### config.mk
export PLATFORM = sky130hd
export DESIGN_NAME = sio_xcvr
export DESIGN_NICKNAME = d
export VERILOG_FILES = /design/src/rtl/sio_pkg.sv /design/src/rtl/sio_baud.sv /design/src/rtl/sio_tx.sv /design/src/rtl/sio_rx.sv /design/src/rtl/sio_xcvr.sv
export SDC_FILE = /design/constraint.sdc
export NUM_CORES = 1
export LEC_CHECK = 0
export ABC_AREA = 1
export ABC_CLOCK_PERIOD_IN_PS = 3900
export CAP_MARGIN = 5
export CORE_MARGIN = 5
export CORE_UTILIZATION = 60
export DETAILED_ROUTE_END_ITERATION = 8
export GPL_TIMING_DRIVEN = 0
export HOLD_SLACK_MARGIN = 0.1
export PLACE_DENSITY = 0.93
export SKIP_CTS_REPAIR_TIMING = 1
export SYNTH_ARGS = -nofsm -noshare
export SYNTH_HDL_FRONTEND = slang
export SYNTH_SLANG_ARGS = --single-unit
### constraint.sdc
create_clock -name clk -period 3.9 [get_ports clk]
set_clock_uncertainty 0.05 [all_clocks]
set_input_delay 0.78 -clock clk [delete_from_list [all_inputs] [get_ports clk]]
set_output_delay 0.78 -clock clk [all_outputs]
set_load 0.01 [all_outputs]
### src/rtl/sio_pkg.sv
package sio_pkg;
    typedef enum logic [2:0] {
        TX_IDLE, TX_START, TX_DATA, TX_STOP, TX_STOP2
    } tx_state_e;

    typedef enum logic [1:0] {
        RX_IDLE, RX_START, RX_DATA, RX_STOP
    } rx_state_e;

    function automatic logic [3:0] frame_bits(input logic [1:0] sel);
        case (sel)
            2'd0:    return 4'd7;
            2'd2:    return 4'd9;
            default: return 4'd8;
        endcase
    endfunction
endpackage

### src/rtl/sio_baud.sv
module sio_baud #(
    parameter int DIV_W = 16
) (
    input  logic             clk,
    input  logic             rst_n,
    input  logic [DIV_W-1:0] divisor,
    output logic             tick
);
    logic [DIV_W-1:0] cnt_d, cnt_q;

    always_comb begin
        tick  = (cnt_q >= divisor);
        cnt_d = tick ? '0 : cnt_q + 1'b1;
    end

    always_ff @(posedge clk or negedge rst_n) begin
        if (!rst_n) cnt_q <= '0;
        else        cnt_q <= cnt_d;
    end

    // with a divisor above zero, two ticks never fall on adjacent clocks
    a_r7_tick_spacing: assert property (@(posedge clk) disable iff (!rst_n)
        (tick && divisor != '0 && $stable(divisor)) |=> !tick);
endmodule

### src/rtl/sio_tx.sv
module sio_tx
    import sio_pkg::*;
#(
    parameter int OSR = 16
) (
    input  logic       clk,
    input  logic       rst_n,
    input  logic       tick,
    input  logic [3:0] nbits,
    input  logic [8:0] tx_data,
    input  logic       tx_valid,
    output logic       tx_ready,
    output logic       tx_busy,
    output logic       txd
);
    localparam int OSR_W = $clog2(OSR);
    localparam logic [OSR_W-1:0] LAST = OSR_W'(OSR - 1);

    typedef struct packed {
        tx_state_e        state;
        logic [OSR_W-1:0] tcnt;
        logic [3:0]       bidx;
        logic [8:0]       shreg;
        logic [8:0]       hold;
        logic             hold_full;
        logic             line;
    } tx_regs_t;

    tx_regs_t d, q;

    always_comb begin
        d = q;
        if (tx_valid && !q.hold_full) begin
            d.hold      = tx_data;
            d.hold_full = 1'b1;
        end
        case (q.state)
            TX_IDLE: begin
                d.line = 1'b1;
                if (q.hold_full) begin
                    d.state     = TX_START;
                    d.shreg     = q.hold;
                    d.hold_full = 1'b0;
                    d.tcnt      = '0;
                    d.line      = 1'b0;
                end
            end
            TX_START: if (tick) begin
                d.tcnt = q.tcnt + 1'b1;
                if (q.tcnt == LAST) begin
                    d.state = TX_DATA;
                    d.bidx  = '0;
                    d.line  = q.shreg[0];
                end
            end
            TX_DATA: if (tick) begin
                d.tcnt = q.tcnt + 1'b1;
                if (q.tcnt == LAST) begin
                    if (q.bidx == nbits - 4'd1) begin
                        d.state = TX_STOP;
                        d.line  = 1'b1;
                    end else begin
                        d.bidx  = q.bidx + 4'd1;
                        d.shreg = q.shreg >> 1;
                        d.line  = q.shreg[1];
                    end
                end
            end
            TX_STOP: if (tick) begin
                d.tcnt = q.tcnt + 1'b1;
                if (q.tcnt == LAST)
                    d.state = q.hold_full ? TX_STOP2 : TX_IDLE;
            end
            TX_STOP2: if (tick) begin
                d.tcnt = q.tcnt + 1'b1;
                if (q.tcnt == LAST) begin
                    d.state     = TX_START;
                    d.shreg     = q.hold;
                    d.hold_full = 1'b0;
                    d.line      = 1'b0;
                end
            end
            default: d.state = TX_IDLE;
        endcase
    end

    always_ff @(posedge clk or negedge rst_n) begin
        if (!rst_n) begin
            q      <= '0;
            q.line <= 1'b1;
        end else begin
            q <= d;
        end
    end

    assign tx_ready = !q.hold_full;
    assign tx_busy  = (q.state != TX_IDLE);
    assign txd      = q.line;

    // an accepted write takes ready low on the next cycle
    a_r6_ready_drops: assert property (@(posedge clk) disable iff (!rst_n)
        (tx_valid && tx_ready) |=> !tx_ready);
    // the stretched stop period only runs while a word is queued
    a_r5_stretch_has_word: assert property (@(posedge clk) disable iff (!rst_n)
        (q.state == TX_STOP2) |-> !tx_ready);
    // the line is high when the shifter is idle and low during the start bit
    a_r2_idle_high: assert property (@(posedge clk) disable iff (!rst_n)
        (q.state == TX_IDLE) |-> txd);
    a_r2_start_low: assert property (@(posedge clk) disable iff (!rst_n)
        (q.state == TX_START) |-> !txd);
endmodule

### src/rtl/sio_rx.sv
module sio_rx
    import sio_pkg::*;
#(
    parameter int OSR = 16
) (
    input  logic       clk,
    input  logic       rst_n,
    input  logic       tick,
    input  logic [3:0] nbits,
    input  logic       rxd,
    output logic [8:0] rx_data,
    output logic       rx_valid,
    output logic       rx_frame_err
);
    localparam int OSR_W = $clog2(OSR);
    localparam logic [OSR_W-1:0] LAST = OSR_W'(OSR - 1);
    localparam logic [OSR_W-1:0] MID  = OSR_W'(OSR / 2 - 1);
    localparam logic [OSR_W-1:0] MID2 = OSR_W'(OSR / 2 + 1);

    typedef struct packed {
        rx_state_e        state;
        logic [OSR_W-1:0] tcnt;
        logic [3:0]       bidx;
        logic [1:0]       votes;
        logic [8:0]       shreg;
        logic [8:0]       data;
        logic             valid;
        logic             ferr;
        logic [1:0]       sync;
    } rx_regs_t;

    rx_regs_t   d, q;
    logic       line, in_window;
    logic [1:0] vsum;

    always_comb begin
        d         = q;
        line      = q.sync[1];
        d.sync    = {q.sync[0], rxd};
        d.valid   = 1'b0;
        in_window = (q.tcnt >= MID) && (q.tcnt <= MID2);
        vsum      = q.votes + {1'b0, line};
        case (q.state)
            RX_IDLE: if (tick && !line) begin
                d.state = RX_START;
                d.tcnt  = '0;
            end
            RX_START: if (tick) begin
                d.tcnt = q.tcnt + 1'b1;
                if (q.tcnt == MID && line) begin
                    d.state = RX_IDLE;
                end else if (q.tcnt == LAST) begin
                    d.state = RX_DATA;
                    d.bidx  = '0;
                    d.votes = '0;
                end
            end
            RX_DATA: if (tick) begin
                d.tcnt = q.tcnt + 1'b1;
                if (in_window && line) d.votes = vsum;
                if (q.tcnt == LAST) begin
                    d.shreg = {q.votes[1], q.shreg[8:1]};
                    d.votes = '0;
                    if (q.bidx == nbits - 4'd1) d.state = RX_STOP;
                    else                        d.bidx  = q.bidx + 4'd1;
                end
            end
            RX_STOP: if (tick) begin
                d.tcnt = q.tcnt + 1'b1;
                if (in_window && line) d.votes = vsum;
                if (q.tcnt == MID2) begin
                    d.valid = 1'b1;
                    d.ferr  = !vsum[1];
                    d.data  = q.shreg >> (4'd9 - nbits);
                    d.state = RX_IDLE;
                end
            end
            default: d.state = RX_IDLE;
        endcase
    end

    always_ff @(posedge clk or negedge rst_n) begin
        if (!rst_n) begin
            q      <= '0;
            q.sync <= 2'b11;
        end else begin
            q <= d;
        end
    end

    assign rx_data      = q.data;
    assign rx_valid     = q.valid;
    assign rx_frame_err = q.ferr;

    // the strobe lasts a single cycle
    a_r8_valid_pulse: assert property (@(posedge clk) disable iff (!rst_n)
        rx_valid |=> !rx_valid);
    // the outputs move only together with the strobe
    a_r8_data_hold: assert property (@(posedge clk) disable iff (!rst_n)
        (!$stable(rx_data) || !$stable(rx_frame_err)) |-> rx_valid);
endmodule

### src/rtl/sio_xcvr.sv
module sio_xcvr
    import sio_pkg::*;
#(
    parameter int DIV_W = 16,
    parameter int OSR   = 16
) (
    input  logic             clk,
    input  logic             rst_n,
    input  logic [DIV_W-1:0] baud_div,
    input  logic [1:0]       len_sel,
    input  logic [8:0]       tx_data,
    input  logic             tx_valid,
    output logic             tx_ready,
    output logic             tx_busy,
    output logic             txd,
    input  logic             rxd,
    output logic [8:0]       rx_data,
    output logic             rx_valid,
    output logic             rx_frame_err
);
    logic       tick;
    logic [3:0] nbits;

    assign nbits = frame_bits(len_sel);

    sio_baud #(.DIV_W(DIV_W)) u_baud (
        .clk(clk), .rst_n(rst_n), .divisor(baud_div), .tick(tick)
    );

    sio_tx #(.OSR(OSR)) u_tx (
        .clk(clk), .rst_n(rst_n), .tick(tick), .nbits(nbits),
        .tx_data(tx_data), .tx_valid(tx_valid), .tx_ready(tx_ready),
        .tx_busy(tx_busy), .txd(txd)
    );

    sio_rx #(.OSR(OSR)) u_rx (
        .clk(clk), .rst_n(rst_n), .tick(tick), .nbits(nbits), .rxd(rxd),
        .rx_data(rx_data), .rx_valid(rx_valid), .rx_frame_err(rx_frame_err)
    );
endmodule

==> flow_summary.toml, run 1 <==
[place]
post_dp_cell_area_mm2 = 0.00542
dp_hpwl_um = 7580
place_congestion = 0.893
dp.cells = 748
port_buffers = 43

[sta]
maxSlewViolCount = 0
rsz0062_at_grt = "false"
fmax_ghz = 0.378
fin_crit_sh = 0.678
setup_viol = 0
tightest_slew_ps = 462
hold_viol = 0
fin_setup_tns_ps = 0
fin_crit_ps = 2650
slew-limit-headroom = 0.691

[global_route]
antenna_found_initial = 0
grt_first_pass_wirelength_um = 17900
grt_pass1_vias = 4184
grt_overflow_total = 0
track_usage = 0.217
grt_max_degree = 48

[clocking]
clockBufferDepth = 2
cts_sinks = 81
root_buffer = "clkbuf_8"
clk_latency_ps = 360
htree_levels = 3
tritoncts.num_buffers = 9
path_clk_slew_ps = 80
cts_tree = "yes"

[logic_synthesis]
avgSynthCellArea_um2 = 8.03
ys_ff_latch = 81
synth-seq-area-share = 0.420
ys_warn_count = 0
yosysTopAreaCell = "dfrtp_1"
syn_area_mm2 = 0.00484
synthCells = 602
synthXorXnorAreaFrac = 0.0217
synthTopCellsByArea = "dfrtp_1 (40%), nand2_1 (13%), ha_1 (6.2%)"
synth_top_family_by_area = "simple AND/OR/NAND/NOR gates"
synth.area.mux_share = 0.0186
synth_compound_area_frac = 0.101
yosysUniqueCellTypes = 45
synth_fa_ha_area_frac = 0.0621
syn_nets = 657
synth-simple-area-share = 0.282
synth_top_cell_area_share = 0.404

[hold_path]
hold_class = "in -> async"

[run]
maxCapViolCount = 0

[floorplan]
die_w_um = 99.8
die_area_mm2 = 0.00996
ioPinCount = 45
die_h_um = 99.8
rows = 32
start_util = 0.619
core_mm2 = 0.00781

[status]
status = "finished, final reports clean"

[power]
power.total_mw = 3.18
switchingPower_mw = 1.30
switching_share = 0.410
p_leak_nw = 2.72
p_int_mw = 1.88
ir_drop_uv = 530
clockPowerShare = 0.198
pwr-share-seq = 0.382
p_per_area_mw_per_mm2 = 566
comb_power_share = 0.420

[worst_setup_path]
cp_slowest_cell = "clkdlybuf4s50_1"
path_cells = "clkdlybuf4s50_1, inv_1, ha_1, nand4_1, nor3_1, nand2_2, nand2_2, nand3_2, buf_6, nand2_1, o21ai_2"
criticalPathCategory = "in -> reg"
cp-end-kind = "flop"
path_common_cell = "nand2_2"
reg2reg_from = "u_baud.cnt_q[11]$_DFF_PN0_"
path_max_fanout = 10
worstSetupStartpointType = "input pin"
cp_slowest_stage_delay_ps = 450
critPathLaunch = "baud_div[9]"
cp.arrival_ps = 2850
cp_data_required_time_ps = 4100

[cells_and_area]
diodes = 0
syn_to_final_growth_pct = 16.2
fin_area_mm2 = 0.00562
drive_above_1_share = 0.128
fin_cells = 764
final_nets = 712
final_util = 0.720

[drt]
dr.pass1.iters = 5
num_vias = 4159
drtIter0Drc = 243
vias_per_cell = 5.44
postRouteWirelength_um = 10100
drc_errors = 0
routedWlPerCell_um = 13.3
ant_nets = 0
-- final timing paths --
path                                          end  slack, ps  cells after the start
setup / recovery           u_rx.q[19]$_DFFE_PN0P_       1250                     11
hold / removal             u_tx.q[30]$_DFFE_PN0P_        310                      1
setup reg to reg           u_rx.q[19]$_DFFE_PN0P_       1710                      9
hold reg to reg               u_rx.line$_DFF_PN1_        320                      0
max in group asynchronous    u_tx.txd$_DFFE_PN1P_       2850                      2
min in group clk              u_rx.line$_DFF_PN1_        320                      0
-- cell type report --
cell class / instances / area [µm²]
multi-input cells: 421 / 2350
repair buffers: 44 / 455
clock inverters: 4 / 53.8
plain buffers: 21 / 158
fillers: 585 / 2190
clock buffers: 12 / 145
well taps: 102 / 128
inverters: 79 / 299
flip-flops and latches: 81 / 2030
-- cells by family (layout without fill, tap and decap cells) --
family,Yosys count,in the layout
buffers and inverters,100,160
XOR/XNOR,12,12
adder cells (fa/ha/maj),24,24
AND/OR/NAND/NOR,299,299
AO/OA/AOI/OAI,78,78
multiplexers,8,8
flip-flops,81,81
-- cells in the final DEF (no fill, tap or decap), types with 5 or more instances in the layout --
cell type          n
nand2_1          171
dfrtp_1           78
inv_1             73
nor2_1            49
clkdlybuf4s50_1   42
nand4_1           24
o21ai_0           24
ha_1              24
a21oi_1           19
nand3_1           19
buf_4             11
clkbuf_8          10
nor3_1             9
o21ai_2            9
o21ai_1            8
mux2_2             8
xor2_1             6
xnor2_1            6
nand3_2            6
nand2_2            5
buf_6              5
clkbuf_1           5
-- Yosys cell counts (all sizes together) --
library cell	n
o21ai	41
dfrtp	78
nor3b	3
o22ai	2
o21a	2
nor2	53
or2	1
o2111ai	2
nand3	27
clkbuf	3
mux2	8
o22a	1
nand2	177
ha	24
buf	18
xor2	6
clkinv	1
a22oi	1
nand3b	2
a21boi	2
a221oi	4
nor3	12
dfstp	3
inv	78
o211ai	2
xnor2	6
nand4	24
a21oi	21
-- critical path: cells and delay by family --
family	cells	cell delay, ps
buf+inv	3	730
fa+ha+maj	1	300
compound gates	1	50
simple gates	6	970
-- per-stage QoR --
stage | setup WS (ps) | hold slack [ps]
floorplan | 1660 | 295
finish | 1250 | 315
global route | 1080 | 323
CTS | 1240 | 315
global placement | -811 | 303
detailed placement | 867 | 303
-- power groups by stage --
stage | logic, mW | clock network (mW) | registers, mW
2_1_floorplan | 1.00 | 0 | 1.19
3_3_place_gp | 1.24 | 0 | 1.21
3_5_place_dp | 1.31 | 0 | 1.22
4_1_cts | 1.33 | 0.632 | 1.21
5_1_grt | 1.51 | 0.670 | 1.24
6_report | 1.33 | 0.629 | 1.22
-- state kept, by name, summed over array words and instances (netlist names) --
register,cells
u_rx.rx_data,9
u_baud.cnt_q,16
u_rx.d,1
u_rx.q,21
u_rx.rx_frame_err,1
u_tx.txd,1
u_rx.line,1
u_tx.q,30
u_rx.rx_valid,1
-- routing by layer --
metal,GRT usage,wire length (µm)
met1,0.267,4290
met2,0.382,5190
met3,0.0278,466
met4,0.0914,192
met5,0,0
Power figures use the tool's default switching activity.
==> run 2: changes to the inputs <==
--- a/config.mk
+++ b/config.mk
@@ -6,14 +6,14 @@
 export NUM_CORES = 1
 export LEC_CHECK = 0
 export ABC_AREA = 1
-export ABC_CLOCK_PERIOD_IN_PS = 3900
+export ABC_CLOCK_PERIOD_IN_PS = 2400
 export CAP_MARGIN = 5
 export CORE_MARGIN = 5
-export CORE_UTILIZATION = 60
+export CORE_UTILIZATION = 52
 export DETAILED_ROUTE_END_ITERATION = 8
 export GPL_TIMING_DRIVEN = 0
 export HOLD_SLACK_MARGIN = 0.1
-export PLACE_DENSITY = 0.93
+export PLACE_DENSITY = 0.86
 export SKIP_CTS_REPAIR_TIMING = 1
 export SYNTH_ARGS = -nofsm -noshare
 export SYNTH_HDL_FRONTEND = slang
==> constraint.sdc (replaced) <==
create_clock -name clk -period 2.4 [get_ports clk]
set_clock_uncertainty 0.05 [all_clocks]
set_input_delay 0.48 -clock clk [delete_from_list [all_inputs] [get_ports clk]]
set_output_delay 0.48 -clock clk [all_outputs]
set_load 0.01 [all_outputs]
==> flow_summary.toml, run 2 (synthesized netlist as in run 1, its figures left out) <==
[worst_setup_path]
path_max_fanout = 10
cp_data_required_time_ps = 2600
cp-end-kind = "flop"
cp.arrival_ps = 2450
critPathLaunch = "baud_div[9]"
worstSetupStartpointType = "input pin"
r2r_slack_ps = 270
criticalPathCategory = "in -> reg"
reg2reg_from = "u_baud.cnt_q[11]$_DFF_PN0_"

[place]
port_buffers = 43
dp_hpwl_um = 7390
place_congestion = 0.892
dp.cells = 757
post_dp_cell_area_mm2 = 0.00543

[global_route]
grt_first_pass_wirelength_um = 17700
track_usage = 0.189
grt_overflow_total = 0
antenna_found_initial = 0
grt_pass1_vias = 4098
grt_max_degree = 50

[drt]
num_vias = 4200
dr.pass1.iters = 5
wl_met1_um = 4230
wl_met3_um = 525
dr.max_layer_used = "met4"
routedWlPerCell_um = 13.1
postRouteWirelength_um = 10100
vias_per_cell = 5.42
drtIter0Drc = 238
ant_nets = 0
wl_met2_um = 5210
drc_errors = 0

[cells_and_area]
layout_commonest_cell = "nand2_1"
largest_reg_flops = 30
top_register = "u_tx.q"
fin_cells = 775
syn_to_final_growth_pct = 17.6
drive_above_1_share = 0.134
largest_registers = "u_tx.q: 30 flops, u_rx.q: 21 flops, u_baud.cnt_q: 16 flops"
layout_common_cells = "nand2_1 (170), dfrtp_1 (78), inv_1 (73), nor2_1 (49), clkdlybuf4s50_1 (42)"
diodes = 0
final_nets = 714
final_util = 0.621
fin_area_mm2 = 0.00569

[clocking]
cts_sinks = 81
path_clk_slew_ps = 80
clk_latency_ps = 360
tritoncts.num_buffers = 9
cts_tree = "yes"
clockBufferDepth = 2
root_buffer = "clkbuf_8"
htree_levels = 3

[power]
switchingPower_mw = 2.10
comb_power_share = 0.419
p_int_mw = 3.06
switching_share = 0.407
ir_drop_uv = 599
p_leak_nw = 2.76
clockPowerShare = 0.200
pwr-share-seq = 0.380
p_per_area_mw_per_mm2 = 908

[hold_path]
hold_class = "reg -> reg"
hp-start = "u_rx.d[1]$_DFF_PN1_"

[floorplan]
core_mm2 = 0.00915
die_w_um = 106
start_util = 0.528
die_h_um = 106
rows = 35
die_area_mm2 = 0.0113
ioPinCount = 45

[sta]
hold_viol = 0
fin_crit_sh = 0.940
slew-limit-headroom = 0.686
rsz0062_at_grt = "false"
fin_crit_ps = 2260
setup_viol = 0
fmax_ghz = 0.443
tightest_slew_ps = 471
maxSlewViolCount = 0

[status]
status = "finished, final reports clean"

[run]
maxCapViolCount = 0
[run 2: cell types whose count changed in the layout (fill, tap and decap cells not counted), moves of 2 or more]
cell	change
clkinv_4	+3
buf_4	+2
buf_6	-2
buf_8	+2
clkbuf_1	-2
clkinvlp_4	-2
nand2_4	+2
[run 2: critical path, cell delays in order]
cell and delay (ps):
clkdlybuf4s50_1 460, inv_1 50, ha_1 300, a21oi_1 150
o21ai_1 120, a21oi_4 300, nand2_4 120, buf_8 160
buf_8 140, nand3b_1 90, o21ai_1 80
[run 2: path summary, 6_finish.rpt]
check                                              endpoint  depth (start not counted)
worst min-delay path                    u_rx.line$_DFF_PN1_                          0
worst max-delay path                 u_rx.q[25]$_DFFE_PN0P_                         11
worst max register to register       u_rx.q[25]$_DFFE_PN0P_                          9
min in group asynchronous       u_rx.rx_data[0]$_DFFE_PN0P_                          2
worst min register to register          u_rx.line$_DFF_PN1_                          0
max in group asynchronous              u_tx.txd$_DFFE_PN1P_                          3
[run 2: area by class of cell]
class                      count  area, µm²
inverter                      79        299
multi-input combinational    421       2370
sequential                    81       2030
fill                         751       3470
clock buffer                  11        141
tap                          111        139
timing repair buffer          46        473
clock inverter                 5       65.1
buffer                        21        169
[run 2: metrics by stage]
| step | power (mW) | setup slack, ps | TNS [ps] | hold slack (ps) |
|---|---|---|---|---|
| after floorplan | 3.55 | 457 | 0 | 134 |
| after global routing | 5.59 | 0.456 | 0 | 334 |
| after detailed placement | 4.10 | -404 | -14310 | 307 |
| after CTS | 5.16 | -23.3 | -23.3 | 17.2 |
| final | 5.16 | 143 | 0 | 324 |
| after global placement | 3.99 | -2000 | -169260 | 306 |
[run 2: power by group through the flow]
stage	logic, mW	registers (mW)	clock network, mW
2_1_floorplan	1.63	1.93	0
5_1_grt	2.46	2.01	1.12
3_5_place_dp	2.12	1.99	0
3_3_place_gp	2.02	1.97	0
6_report	2.16	1.96	1.03
4_1_cts	2.15	1.96	1.05
[run 2: per-layer routing]
| metal | track usage | vias up |
|---|---|---|
| met5 | 0 | - |
| met4 | 0.0767 | 0 |
| met3 | 0.0328 | 18 |
| met2 | 0.330 | 130 |
| met1 | 0.231 | 1986 |
| li1 | - | 2066 |
